## config.mk

```make
export PLATFORM = sky130hd
export DESIGN_NAME = padread_ctrl
export DESIGN_NICKNAME = d
export VERILOG_FILES = /design/src/rtl/padread_ctrl.sv
export SDC_FILE = /design/constraint.sdc
export NUM_CORES = 1
export LEC_CHECK = 0
export ABC_AREA = 1
export BUFFER_PORTS_ARGS = -buffer_cell sky130_fd_sc_hd__buf_4
export CORE_MARGIN = 2
export CORE_UTILIZATION = 35
export DETAILED_ROUTE_END_ITERATION = 6
export PLACE_DENSITY = 0.54
export SYNTH_ARGS = -nofsm -noshare
export SYNTH_HDL_FRONTEND = slang
export SYNTH_SLANG_ARGS = --single-unit
```

## constraint.sdc

```tcl
create_clock -name clk -period 6.7 [get_ports clk]
set_input_delay 0.67 -clock clk [delete_from_list [all_inputs] [get_ports clk]]
set_output_delay 0.67 -clock clk [all_outputs]
set_load 0.03 [all_outputs]
```

## src/rtl/padread_ctrl.sv

```systemverilog
module padread_ctrl #(
  parameter int READ_CYCLES = 10240,
  parameter int SW_STEPS    = 32
) (
  input  logic        clk,
  input  logic        rst_n,
  input  logic [15:0] keys,
  input  logic [1:0]  addr,
  input  logic        wr_en,
  input  logic [7:0]  wdata,
  output logic [7:0]  rdata,
  output logic        irq
);
  localparam int CW = $clog2(READ_CYCLES + 1);
  localparam int SW = $clog2(SW_STEPS + 1);
  localparam logic [1:0] A_LO = 2'd0, A_HI = 2'd1, A_CTL = 2'd2;

  logic [CW-1:0] busy_cnt, busy_kept, busy_nx;
  logic [SW-1:0] step, step_a, step_nx;
  logic [7:0]    data_lo, data_hi;
  logic          mask, sw_rst, sw_clk, hw_dis;
  logic          ctl_wr, abort, start, hw_done, advance, sw_done, mask_nx, irq_nx, key_ok;

  assign ctl_wr    = wr_en && addr == A_CTL;
  assign abort     = ctl_wr && wdata[0];
  assign busy_kept = abort ? '0 : busy_cnt;
  assign start     = ctl_wr && wdata[2] && !wdata[0] && busy_kept == '0;
  assign hw_done   = busy_cnt == CW'(1) && !abort;
  assign busy_nx   = start ? CW'(READ_CYCLES) : (busy_kept != '0 ? busy_kept - CW'(1) : '0);

  always_comb begin
    step_a = start ? '0 : step;
    if (ctl_wr && wdata[5] && busy_kept == '0 && !start) step_a = SW'(SW_STEPS);
  end
  assign advance = ctl_wr && step_a != '0 && !wdata[5] && (wdata[4] != step_a[0]);
  assign step_nx = advance ? step_a - SW'(1) : step_a;
  assign sw_done = advance && step_a == SW'(1);

  assign mask_nx = ctl_wr ? wdata[7] : mask;
  assign key_ok  = (keys[15:4] != 12'd0) && (keys[3:1] == 3'd0);
  always_comb begin
    irq_nx = irq;
    if (ctl_wr && wdata[7]) irq_nx = 1'b0;
    else if (hw_done && !mask_nx && key_ok) irq_nx = 1'b1;
  end

  always_ff @(posedge clk) begin
    if (!rst_n) begin
      busy_cnt <= '0;
      step     <= '0;
      data_lo  <= '0;
      data_hi  <= '0;
      mask     <= 1'b0;
      sw_rst   <= 1'b0;
      sw_clk   <= 1'b0;
      hw_dis   <= 1'b0;
      irq      <= 1'b0;
    end else begin
      busy_cnt <= busy_nx;
      step     <= step_nx;
      irq      <= irq_nx;
      mask     <= mask_nx;
      if (ctl_wr) begin
        sw_rst <= wdata[5];
        sw_clk <= wdata[4];
        hw_dis <= wdata[0];
      end
      if (hw_done || sw_done) begin
        data_lo <= keys[7:0];
        data_hi <= keys[15:8];
      end
    end
  end

  always_comb begin
    case (addr)
      A_LO:    rdata = data_lo;
      A_HI:    rdata = data_hi;
      A_CTL:   rdata = 8'h4C | {mask, 1'b0, sw_rst, sw_clk, 2'b00, busy_cnt != '0, hw_dis};
      default: rdata = 8'h00;
    endcase
  end

  assert_start_R3: assert property (@(posedge clk) disable iff (!rst_n)
    (ctl_wr && wdata[2] && !wdata[0] && busy_cnt == '0) |=> (busy_cnt == CW'(READ_CYCLES)));
  assert_abort_R7: assert property (@(posedge clk) disable iff (!rst_n)
    abort |=> (busy_cnt == '0));
  assert_mask_clear_R6: assert property (@(posedge clk) disable iff (!rst_n)
    (ctl_wr && wdata[7]) |=> !irq);
  assert_irq_source_R5: assert property (@(posedge clk) disable iff (!rst_n)
    $rose(irq) |-> ($past(busy_cnt) == CW'(1)));
  assert_step_hold_R9: assert property (@(posedge clk) disable iff (!rst_n)
    !ctl_wr |=> $stable(step));
endmodule

```

**Word level (Yosys, flattened, before mapping)**

Index checks and enable logic that the tools add are counted.

- Bits in registers: 41
- Input port bits: 29
- Output and inout port bits: 9
- Logic and storage cells: 59

- Add/sub/neg operators: 2
- Eq/ne operators: 5
- Mux-type cells: 8
- Bitwise operators: 2
- Reductions and logical operators: 32

Operators with widths:

| operator | count |
|---|---|
| $mux 14 | 3 |
| $reduce_bool 14->1 | 2 |
| $pmux 8 s3 | 1 |
| $mux 6 | 3 |
| $logic_and 1x1->1 | 17 |
| $eq 14x1->1 const B | 1 |
| $logic_not 14->1 | 1 |
| $sub 14x1->14 const B | 1 |
| $reduce_bool 12->1 | 1 |
| $eq 6x1->1 const B | 1 |
| $reduce_bool 6->1 | 1 |
| $sub 6x1->6 const B | 1 |
| $logic_not 1->1 | 5 |
| $logic_not 3->1 | 1 |
| $reduce_or 3->1 | 1 |
| $eq 2x1->1 const B | 1 |
| $eq 2x2->1 const B | 1 |
| $logic_not 2->1 | 1 |
| $not 1->1 | 2 |
| $reduce_or 2->1 | 1 |
| $logic_or 1x1->1 | 1 |
| $mux 1 | 1 |
| $ne 1x1->1 | 1 |

**Depth between registers and ports, before layout**

- Depth after elaboration: 15
- Mapped depth: 20
- Depth with buffers taken out: 17

**Worst setup path after synthesis**

No wires, ideal clock.

- Path type: input to register
- Start: in addr[0]
- End: reg data_hi[6]
- Arrival: 3.077 ns
- Data required time: 6.585 ns
- Path slack: 3.508 ns
- Stages on the path: 18
- Cells stage by stage: inv_2 > nand2_4 > nor2_8 > nand2_4 > clkbuf_1 > clkbuf_1 > nand2_1 > ha_1 > nand3_2 > nand3_1 > inv_1 > ha_1 > nand2_2 > nor2_2 > nand4_4 > buf_6 > a21oi_1 > nor2_1

- Word-level cells in the longest chain between the ends: 15
- Elaborated cells on any way between the ends: 24
- Those cells by class: eq/ne (3); mux (3); reduce/logical (18)

RTL lines:

| what | line | text |
|---|---|---|
| start, declared | 8 | `input logic [1:0] addr,` |
| $eq 2x2->1 * | 24 | `assign ctl_wr = wr_en && addr == A_CTL;` |
| $logic_and 1x1->1 * | 24 |  |
| $logic_and 1x1->1 | 25 | `assign abort = ctl_wr && wdata[0];` |
| $mux 14 | 26 | `assign busy_kept = abort ? '0 : busy_cnt;` |
| $logic_not 14->1 | 27, 33 |  |
| $logic_and 1x1->1 | 27 | `assign start = ctl_wr && wdata[2] && !wdata[0] && busy_kept == '0;` |
| $logic_not 1->1 | 33 | `if (ctl_wr && wdata[5] && busy_kept == '0 && !start) step_a = SW'(SW_STEPS);` |
| $logic_and 1x1->1 | 33 |  |
| $mux 6 | 33 |  |
| $reduce_bool 6->1 | 35 | `assign advance = ctl_wr && step_a != '0 && !wdata[5] && (wdata[4] != step_a[0]);` |
| $logic_and 1x1->1 (3 in a row) | 35 |  |
| $logic_and 1x1->1 | 37 | `assign sw_done = advance && step_a == SW'(1);` |
| $logic_or 1x1->1 * | 68 | `if (hw_done \|\| sw_done) begin` |
| end signal, assigned | 70 | `data_hi <= keys[15:8];` |
| end, declared | 20 | `logic [7:0] data_lo, data_hi;` |

Every way passes the cells marked *; elsewhere a longest branch is shown, timed or not.
A chain may end at the register's enable or synchronous reset.

**Final worst setup path**

- Start: in addr[0]
- End: reg data_lo[4]

- Word-level cells in the longest chain between the ends: 15
- Elaborated cells on any way between the ends: 24
- Those cells by class: eq/ne (3); mux (3); reduce/logical (18)

RTL lines:

| what | line | text |
|---|---|---|
| $eq 2x2->1 * | 24 |  |
| $logic_and 1x1->1 * | 24 |  |
| $logic_and 1x1->1 | 25 |  |
| $mux 14 | 26 |  |
| $logic_not 14->1 | 27, 33 |  |
| $logic_and 1x1->1 | 27 |  |
| $logic_not 1->1 | 33 |  |
| $logic_and 1x1->1 | 33 |  |
| $mux 6 | 33 |  |
| $reduce_bool 6->1 | 35 |  |
| $logic_and 1x1->1 (3 in a row) | 35 |  |
| $logic_and 1x1->1 | 37 |  |
| $logic_or 1x1->1 * | 68 |  |
| end signal, assigned | 69 | `data_lo <= keys[7:0];` |
| end, declared | 20 |  |

Marks and branches as above.

==> metrics.txt <==
register bit count reported by yosys 41; final hold violations 0; final core utilization 0.425; Startpoint Class input pin; reg2reg start busy_cnt[13]$_SDFF_PN0_; Mapped Avg Cell Area 7.06 um^2; Root Driver clkbuf_8; Clock Tree Buf Depth 2; crit path max fanout 32; CTS buffer count 5; global-route wire length before repair around 9.1 mm; Finished Layout Cells roughly 440; Die Ht roughly 86 um; GRT Total Usage 0.154; Worst slew margin 0.243; n_diodes 0; I/O pin count 38; Die ar. 7350 um^2; via count between 2000 and 2500; dpl cells 430; Final Max Tran Viols 0; worst hold start sw_rst$_SDFFE_PN0N_; Fmax achieved 0.305 GHz; Setup TNS 0 ps; Synth Cell Area roughly 2300 um^2; GPL Wtd Cong 0.782; largest net degree at the start of global routing 34; register clock-pin slew on the reported worst setup and hold paths approximately 90 ps; Detailed Place HPWL roughly 3.8 mm; WP data arrival roughly 3500 ps; initial antenna violation count 0; later-pin clock latency in the skew report 300 ps; Sequential Power Share 0.368; Yosys warning total 0; Setup Fix Bufs, Post-CTS 0; WS Path Type input pin to register; Switching Power 315 uW; Worst-Margin Slew approximately 1100 ps; drt via density 4.87; outcome complete, no violations; Initial Util 0.364; Post-CTS Hold Buffers 0; CTS resizes 0; drt first pass iters 4; H-tree depth 2; Net Sw Frac 0.366; DRT iter0 DRCs 73; worst min-delay path category register to register; maxcap violations 0; Post-route DRC 0; Combinational Power Share 0.383; Worst Setup End Kind register; post-route ant nets 0; Peak VDD IR roughly 97 uV; period utilisation layout 0.490; RSZ-0062 raised after global routing false; Pint 545 uW; Syn Inst Count 331; CTS tree yes; overall power 860 uW; clock skew 6.75 ps; Worst Setup SP addr[0]; commonest non-fill, non-tap cells in the layout nand2_1, nor2_1, dfxtp_1, inv_1, buf_4; Nets between 300 and 400; Pwr Density between 300 and 400 nW/um^2; Rows 29; grt ovf 0; commonest non-fill, non-tap cell in the layout nand2_1; sequential-to-total area share from yosys stat 0.351; Clk pwr share 0.249; vias in the first global route 1949; synth unique cells 36; cell leakage power 0.00131 uW; Sink Count 41; die width 85.7 um; core box area between 6000 and 7000 um^2; Post-Syn Nets 365; layout cell share with drive strength beyond 1 0.183; final setup fails 0; PortBufs 34; WL final 5.31 mm; routed len/inst 12.1 um; area grow syn2layout 16.7%; Critical Path RT 6890 ps; Tmin final 3280 ps
==> layout make-up <==
type                       count  area [um^2]
multi-input combinational    237         1280
clock inverter                 2         37.5
sequential                    41          821
clock buffer                   6         82.6
inverter                      41          154
tap                           77         96.3
fill                         691         3690
timing repair buffer          34          255
==> metal layers <==
layer	global-route usage	routed length, um	vias up
li1	-	-	1135
met1	0.208	2630	946
met2	0.247	2390	45
met3	0.0346	221	7
met4	0.0433	65	0
met5	0	0	-
==> through the flow <==
| step | worst slack (ps) | instance area (um^2) | hold slack [ps] |
|---|---|---|---|
| after floorplan | 3510 | 2340 | 440 |
| after global placement | 3080 | 2610 | 469 |
| after detailed placement | 3100 | 2610 | 469 |
| after CTS | 3390 | 2730 | 483 |
| after global routing | 3040 | 2730 | 513 |
| final | 3420 | 2730 | 476 |
==> state kept, by name, indices dropped and copies added, names as in the netlist <==
signal and cells:
step 6, busy_cnt 14, data_hi 8, sw_clk 1, mask 1, irq 1
hw_dis 1, sw_rst 1, data_lo 8
==> cell families (layout without fill, tap and decap cells) <==
| logic type | after synthesis | count (layout) | synth area share |
|---|---|---|---|
| AND/OR/NAND/NOR | 172 | 172 | 0.360 |
| buffers and inverters | 53 | 83 | 0.101 |
| adder cells (fa/ha/maj) | 5 | 5 | 0.0268 |
| flip-flops | 41 | 41 | 0.351 |
| AO/OA/AOI/OAI | 52 | 52 | 0.132 |
| XOR/XNOR | 8 | 8 | 0.0300 |
==> synthesized netlist by cell type (all sizes together) <==
library cell | number | share of area
nand2 | 78 | 0.14
nor2 | 45 | 0.083
dfxtp | 41 | 0.35
inv | 40 | 0.064
nand3 | 37 | 0.10
a21oi | 31 | 0.066
o221ai | 8 | 0.030
buf | 7 | 0.027
o21ai | 7 | 0.015
clkbuf | 5 | 0.0080
ha | 5 | 0.027
xor2 | 5 | 0.019
nand4 | 4 | 0.017
or2 | 4 | 0.011
nor4 | 3 | 0.0080
xnor2 | 3 | 0.011
o22ai | 2 | 0.0053
a211oi | 1 | 0.0032
a31oi | 1 | 0.0027
clkinv | 1 | 0.0016
nor3 | 1 | 0.0021
o211ai | 1 | 0.0053
o311ai | 1 | 0.0037
==> power by group through the flow <==
stage / clock [uW] / combinational, uW / sequential, uW
2_1_floorplan: 0 / 263 / 317
3_3_place_gp: 0 / 329 / 322
3_5_place_dp: 0 / 330 / 322
4_1_cts: 220 / 331 / 317
5_1_grt: 230 / 378 / 324
6_report: 214 / 329 / 317
==> critical path: stages <==
cell and delay, ps:
buf_4 120, inv_2 80, nand2_4 110, nor2_8 180, nand2_4 200, nand2_1 170
ha_1 260, nand3_2 230, nand3_1 230, ha_1 190, nand2_2 60, nor2_2 130
nand4_4 430, a21oi_1 330, nor2_1 70
==> worst paths after layout <==
check / end / slack [ps] / cells after the start
setup reg to reg: data_lo[4]$_SDFFE_PN0P_ / 4030 / 12
setup / recovery: data_lo[4]$_SDFFE_PN0P_ / 3420 / 15
hold / removal: sw_rst$_SDFFE_PN0N_ / 480 / 2
hold reg to reg: sw_rst$_SDFFE_PN0N_ / 480 / 2
Power figures use the tool's default switching activity.
